`src/rtl/irq_msg_gen.sv`:
```
module irq_msg_gen #(
  parameter int NPINS = 24,
  parameter int NIN = 26,
  parameter logic [31:0] MSG_BASE = 32'hFEE0_0000
) (
  input  logic               clk,
  input  logic               rst_n,
  input  logic [NIN-1:0]     irq_in,
  input  logic [NPINS*64-1:0] rte_flat,
  input  logic               eoi_valid,
  input  logic [7:0]         eoi_vector,
  output logic               msg_valid,
  input  logic               msg_ready,
  output logic [31:0]        msg_addr,
  output logic [31:0]        msg_data,
  output logic [NPINS-1:0]   remote_irr
);
  localparam logic [NPINS-1:0] ONE = {{(NPINS-1){1'b0}}, 1'b1};

  logic [63:0] ent [NPINS];
  logic [NPINS-1:0] src, src_q, irr, masked, lvl, vec_hit, svc, pick, ld_oh;
  logic [NPINS-1:0] unused_rsv;
  logic [63:0] sel_ent;
  logic ld;

  for (genvar g = 0; g < NPINS; g++) begin : g_pin
    assign ent[g]        = rte_flat[g*64 +: 64];
    assign masked[g]     = ent[g][16];
    assign lvl[g]        = ent[g][15];
    assign vec_hit[g]    = ent[g][7:0] == eoi_vector;
    assign unused_rsv[g] = ^{ent[g][47:17], ent[g][14:12]};
  end

  if (NIN > NPINS) begin : g_extra
    logic unused_in;
    assign unused_in = ^irq_in[NIN-1:NPINS];
  end

  always_comb begin
    src = '0;
    for (int i = 1; i < NPINS; i++)
      if (i < NIN) src[i] = irq_in[i];
    src[2] = src[2] | irq_in[0];
  end

  assign svc   = irr & ~masked & (~lvl | ~remote_irr);
  assign pick  = svc & (~svc + ONE);
  assign ld    = (|svc) && (!msg_valid || msg_ready);
  assign ld_oh = ld ? pick : '0;

  always_comb begin
    sel_ent = '0;
    for (int i = 0; i < NPINS; i++)
      if (pick[i]) sel_ent = sel_ent | ent[i];
  end

  always_ff @(posedge clk) begin
    if (!rst_n) begin
      src_q      <= '0;
      irr        <= '0;
      remote_irr <= '0;
    end else begin
      src_q <= src;
      for (int i = 0; i < NPINS; i++) begin
        if (lvl[i])
          irr[i] <= src[i];
        else if (src[i] && !src_q[i] && !masked[i])
          irr[i] <= 1'b1;
        else if (ld_oh[i])
          irr[i] <= 1'b0;

        if (!lvl[i])
          remote_irr[i] <= 1'b0;
        else if (eoi_valid && vec_hit[i])
          remote_irr[i] <= 1'b0;
        else if (ld_oh[i])
          remote_irr[i] <= 1'b1;
      end
    end
  end

  always_ff @(posedge clk) begin
    if (!rst_n) begin
      msg_valid <= 1'b0;
      msg_addr  <= '0;
      msg_data  <= '0;
    end else if (ld) begin
      msg_valid <= 1'b1;
      msg_addr  <= MSG_BASE | {12'b0, sel_ent[63:48], 4'b0} | {29'b0, sel_ent[11], 2'b0};
      msg_data  <= {16'b0, sel_ent[15], 4'b0, sel_ent[10:8], sel_ent[7:0]};
    end else if (msg_ready) begin
      msg_valid <= 1'b0;
    end
  end
endmodule

```
`config.mk`:
```
export PLATFORM = sky130hd
export DESIGN_NAME = irq_msg_gen
export DESIGN_NICKNAME = d
export VERILOG_FILES = /design/src/rtl/irq_msg_gen.sv
export SDC_FILE = /design/constraint.sdc
export NUM_CORES = 1
export LEC_CHECK = 0
export BUFFER_PORTS_ARGS = -buffer_cell sky130_fd_sc_hd__buf_2
export CAP_MARGIN = 25
export CORE_AREA = 2 2 639 641
export CTS_CLUSTER_DIAMETER = 30
export DETAILED_ROUTE_END_ITERATION = 8
export DIE_AREA = 0 0 641 643
export PLACE_DENSITY = 0.3
export SLEW_MARGIN = 15
export SYNTH_ARGS = -nofsm -noshare
export SYNTH_HDL_FRONTEND = slang
export SYNTH_SLANG_ARGS = --single-unit
```
`constraint.sdc`:
```
create_clock -name clk -period 5.2 [get_ports clk]
set_input_delay 0.52 -clock clk [delete_from_list [all_inputs] [get_ports clk]]
set_output_delay 0.52 -clock clk [all_outputs]
set_load 0.01 [all_outputs]
```
==> flow_summary_export.csv, run 1 <==
group,metric,value,unit
floorplan,fp.dieArea,412000,um2
clock_tree,h-tree-depth,3,
timing,fin_setup_tns,0,ns
worst_setup_path,worstPathRequired,5.63,ns
clock_tree,clockBufferDepth,3,
timing,min_period,4.25,ns
synth,synthAdderAreaFrac,0,%
synth,synth_top_family_by_area,"compound AO/OA/AOI/OAI gates",
clock_tree,cts-hold-fix-buffers,0,
global_routing,grt_pass1_vias,17200,
synth,synth_area,10800,um2
pwr,pwr-share-clk,25.2,%
timing,slew_headroom,20.9,%
pwr,p_int,0.00211,W
clock_tree,cts_resized,0,
worst_setup_path,worst_setup_path_end_kind,"register",
pwr,pwr-share-seq,20.5,%
placed_design,gp_congestion,0.798,
global_routing,grt_max_degree,64,
global_routing,grt_first_pass_wirelength,253000,um
clock_tree,cts_tree,"done",
final_layout,fill_cells,48300,
placed_design,hpwl,199000,um
floorplan,fp-row-count,234,
drt,drc_errors,0,
drt,ant_nets,0,
clock_tree,clock-sinks,100,
synth,synthDistinctLibCells,62,
final_layout,multi_input_area,8350,um2
floorplan,initial_core_util,2.66,%
flow_run,cap_viol_max_count,0,
pwr,power.switching,0.00214,W
worst_setup_path,crit_type,"reg2reg",
drt,wl_per_cell,27.5,um
timing,worstMarginPinSlew,1.19,ns
synth,synth_edf_count,0,
clock_tree,clk_latency,0.61,ns
worst_setup_path,cp_max_fo,7,
global_routing,overflow,0,
synth,netlist_instances,1467,
final_layout,most-common-layout-cells,"buf_2 (787), buf_4 (195), xor2_1 (145)",
timing,setup_viol,0,
run_status,status,"finished, final reports clean",
synth,ys_seq_elements,100,
floorplan,coreArea,405000,um2
placed_design,place_area,23400,um2
placed_design,io_buffers,788,
pwr,p_per_area,177,nW/um2
final_layout,nNetsFinal,3948,
timing,skew,0.0598,ns
timing,slew_violations,0,
synth,synth-compound-area-share,37.0,%
timing,fin_crit_sh,81.7,%
min_path,worstHoldPathType,"in2reg",
synth,synthMuxAreaShare,0,%
synth,syn_area_per_cell,7.35,um2
global_routing,antenna_found_initial,194,
timing,hold_viol,0,
clock_tree,path_clk_slew,0.15,ns
floorplan,io_pins,1663,
pwr,leakagePower,8.05,nW
pwr,peakVddDrop,0.194,mV
timing,whs,0.167,ns
floorplan,die-width,641,um
final_layout,synthToLayoutAreaGrowth,122,%
timing,timing.fmax,235,MHz
placed_design,dp_cells,7785,
global_routing,grt_use_total,10.2,%
worst_setup_path,worstPathArrival,4.68,ns
timing,rsz0062_at_grt,"false",
final_layout,ff_latch_area,2000,um2
synth,async_flop_share,0,%
drt,drt_wl_total,217000,um
drt,vias,17400,
synth,synthSimpleGateAreaFrac,22.0,%
worst_setup_path,worst_setup_path_start_kind,"register",
drt,drt-initial-drc-count,1389,
clock_tree,root_buffer,"clkbuf_16",
pwr,share_comb_of_total_power,54.3,%
synth,seq_area_frac_synth,18.6,%
final_layout,fin_cells,7870,
drt,firstDrtPassIters,9,
final_layout,final_cell_area,24000,um2
drt,drt-vias-per-instance,2.21,
clock_tree,post-cts-setup-buffers,0,
floorplan,die_h,643,um
synth,synth-xor-area-share,14.9,%
final_layout,drive_above_1_share,46.4,%
pwr,switching_share,50.4,%
clock_tree,cts_buffers,13,
final_layout,final_common_cell,"buf_2",
synth,yosys_warnings,0,
synth,yosys_most_used_dff,"dfxtp_1",
-- state kept, by name (all words and copies together), names as in the netlist --
register and count:
irr 23, remote_irr 23, msg_valid 1, src_q 23
msg_data 12, msg_addr 18
-- cell type report --
cell class                 instances  area share [%]
antenna                           67           0.700
clock buffer                      15            1.43
clock inverter                     1          0.0313
inverter                           5          0.0783
multi-input combinational       1225            34.9
sequential                       100            8.35
tap                             5428            28.3
timing repair buffer            1029            26.2
-- worst max-delay path, cell delays in order, from the launching register on --
cell,delay (ns)
dfxtp_1,0.36
nor2b_1,0.33
a22oi_1,0.36
nand4_1,0.20
buf_4,0.19
buf_4,0.21
nor3_4,0.12
buf_4,0.23
buf_4,0.18
a222oi_1,1.11
buf_12,0.23
nand3_1,0.07
a2111oi_0,0.36
a21oi_1,0.12
-- through the flow --
step	util, %	power, W	setup slack [ns]
floorplan	-	0.00151	2.57
global placement	5.78	0.00330	0.337
detailed placement	5.78	0.00330	0.370
CTS	5.87	0.00447	0.633
global route	5.89	0.00450	0.653
finish	5.91	0.00424	0.950
-- path summary, 6_finish.rpt --
check,start,endpoint,slack (ns),cells after the start
max,irr[2],msg_data[15],0.95,13
min,irq_in[16],src_q[16],0.17,2
max reg2reg,irr[2],msg_data[15],0.95,13
min reg2reg,irr[16],irr[16],0.46,2
-- synth_stat cells (19+ instances only) --
cell type / n / area, um2
xor2_1: 145 / 1270
nand2_1: 124 / 465
a22oi_1: 118 / 886
nor2_1: 113 / 424
dfxtp_1: 100 / 2000
o21ai_0: 93 / 465
clkbuf_1: 90 / 338
a221oi_1: 73 / 639
a21oi_1: 52 / 260
and2_1: 44 / 275
nand3_1: 41 / 205
xnor2_1: 39 / 342
buf_4: 35 / 263
nand4_1: 34 / 213
a22o_1: 32 / 280
nor3_1: 31 / 155
nor4_1: 27 / 169
a222oi_1: 26 / 260
a31oi_1: 25 / 156
a2111oi_0: 20 / 175
nor2b_1: 19 / 119
-- per-layer routing --
layer  wire length (um)  vias up  global-route usage [%]
li1                   -     7489                       -
met1              85700     8385                    11.8
met2             104000     1155                    17.7
met3              18600      320                    3.44
met4               7570       68                    2.71
met5                444        -                       0
-- power groups by stage --
stage	registers, W	logic (W)	clock network [W]
global placement	0.000887	0.00241	0
floorplan	0.000898	0.000616	0
CTS	0.000871	0.00242	0.00118
finish	0.000868	0.00231	0.00107
global route	0.000878	0.00246	0.00116
detailed placement	0.000888	0.00241	0
-- kinds of logic after synthesis --
family | count (synthesis)
AOI/OAI and AO/OA | 539
buffers and inverters | 167
xor gates and xnor gates | 184
other | 1
and+or+nand+nor | 476
DFF | 100
(Power assumes the default switching activity.)
==> run 2: changes to the inputs <==
- CORE_AREA: 2 2 639 641 -> 2 2 641 643
- DIE_AREA: 0 0 641 643 -> 0 0 643 645
- clock period: 5.2 -> 4.1 ns (I/O delays scaled with it)
==> run 2 against run 1 <==
  * Worst setup slack got worse by 0.81 ns
  * Core utilization up 0.054 points
  * Maximum frequency grew 7.3%
  * Sequential cell count unchanged
  * Register-to-register slack lost 0.81 ns
  * Power grew 26%
  * Clock skew fell by 0.0089 ns
  * Hold slack got worse by 0.089 ns
  * Die area grew 0.62%
  * Critical path type unchanged
  * Critical endpoint unchanged
  * Largest cell class unchanged
  * Highest routed layer unchanged
==> flow_summary_export.csv, run 2 (same netlist as run 1, synthesis figures left out) <==
group,metric,value,unit
run_status,status,"finished, final reports clean",
clock_tree,path_clk_slew,0.09,ns
floorplan,coreArea,408000,um2
timing,setup_viol,0,
drt,drt-initial-drc-count,1444,
timing,worstMarginPinSlew,1.01,ns
final_layout,synthToLayoutAreaGrowth,126,%
flow_run,cap_viol_max_count,0,
clock_tree,cts_buffers,13,
global_routing,overflow,0,
drt,vias,17400,
drt,drc_errors,0,
min_path,worstHoldPathType,"in2reg",
clock_tree,clock-sinks,100,
worst_setup_path,cp_max_fo,12,
timing,whs,0.0781,ns
floorplan,fp.dieArea,415000,um2
pwr,total_power,0.00534,W
drt,firstDrtPassIters,5,
global_routing,grt_pass1_vias,16900,
final_layout,top_regs,"irr x23, remote_irr x23, src_q x23",
final_layout,most-common-layout-cells,"buf_2 (787), buf_4 (261), xor2_1 (145)",
final_layout,drive_above_1_share,47.2,%
worst_setup_path,rrSetupSlack,0.14,ns
timing,skew,0.0508,ns
worst_setup_path,timing.rr.end,"msg_data[15]",
worst_setup_path,crit_type,"reg2reg",
timing,min_period,3.96,ns
clock_tree,cts_tree,"done",
floorplan,fp-row-count,235,
placed_design,hpwl,206000,um
clock_tree,clockBufferDepth,3,
min_path,worstHoldPathCells,2,
worst_setup_path,reg2reg_from,"irr[10]",
timing,slew_headroom,32.5,%
placed_design,io_buffers,788,
drt,drt-vias-per-instance,2.19,
min_path,hp-start,"irq_in[13]",
timing,timing.fmax,252,MHz
floorplan,die-width,643,um
placed_design,gp_congestion,0.829,
pwr,p_per_area,219,nW/um2
global_routing,grt_first_pass_wirelength,259000,um
floorplan,die_h,645,um
floorplan,io_pins,1663,
global_routing,grt_max_degree,36,
min_path,min_to,"src_q[13]",
timing,fin_crit_sh,96.6,%
final_layout,nNetsFinal,4006,
clock_tree,h-tree-depth,3,
drt,ant_nets,0,
worst_setup_path,worst_setup_path_end_kind,"register",
pwr,leakagePower,8.31,nW
pwr,peakVddDrop,0.200,mV
drt,wl_per_cell,27.9,um
timing,rsz0062_at_grt,"false",
timing,slew_violations,0,
timing,fin_setup_tns,0,ns
worst_setup_path,ff2ff_path_depth,12,
worst_setup_path,worstPathArrival,4.38,ns
clock_tree,root_buffer,"clkbuf_16",
floorplan,initial_core_util,2.64,%
clock_tree,clk_latency,0.58,ns
worst_setup_path,worstPathRequired,4.52,ns
global_routing,antenna_found_initial,229,
worst_setup_path,worst_setup_path_start_kind,"register",
clock_tree,post-cts-setup-buffers,0,
timing,hold_viol,0,
final_layout,final_common_cell,"buf_2",
global_routing,grt_use_total,10.4,%
drt,drt_wl_total,222000,um
==> run 2: repair_timing <==
action	4_1_cts	5_1_grt
hold buffers	2	0
endpoints found under the hold margin	2	0
setup endpoints to repair	0	0
resized for setup	0	0
==> run 2: worst max-delay path, cell delays in order (launching register included) <==
cell       delay, ns
dfxtp_1         0.33
nor2b_1         0.27
a22oi_2         0.27
and2_1          0.26
buf_4           0.25
and2_0          0.26
buf_12          0.18
a222oi_1        0.61
buf_4           0.35
nand3_1         0.08
a2111oi_0       0.66
buf_4           0.22
a21oi_1         0.06
==> run 2: area by class of cell <==
cell class,instances,area [um2]
Antenna cell,76,190
Inverter,5,18.8
Multi-Input combinational cell,1225,8310
Clock buffer,15,343
Clock inverter,2,35.0
Fill cell,48700,384000
Tap cell,5451,6820
Sequential cell,100,2000
Timing Repair Buffer,1087,6640
==> run 2: power breakdown <==
group / total, W / internal, W / switching, W
clock network: 0.00132 / 0.000658 / 0.000659
registers: 0.00110 / 0.00106 / 0.0000467
logic: 0.00292 / 0.00103 / 0.00189
==> run 2: metrics by stage <==
stage,setup slack (ns),instances,area [um2],utilization [%]
CTS,0.0139,7885,24200,5.92
global placement,-0.153,7865,23800,5.82
floorplan,1.58,1492,10900,-
detailed placement,-0.195,7866,23800,5.82
global route,0.00343,7912,24200,5.94
finish,0.139,7961,24400,5.97
==> run 2: worst max path at each step <==
stage,startpoint,end,cells past startpoint
finish,irr[10],msg_data[15],12
global placement,rte_flat[335],msg_data[15],13
CTS,remote_irr[5],msg_data[15],12
global route,irr[9],msg_data[15],12
floorplan,rte_flat[1039],remote_irr[19],10
detailed placement,rte_flat[335],msg_data[15],13
==> run 2: per-layer routing <==
metal / part of all wire (%) / track usage, % / wire length (um)
met5: 0.26 / 0 / 577
met4: 1.9 / 1.80 / 4150
met3: 8.6 / 3.64 / 19200
met2: 49 / 18.3 / 110000
met1: 40 / 12.1 / 88500
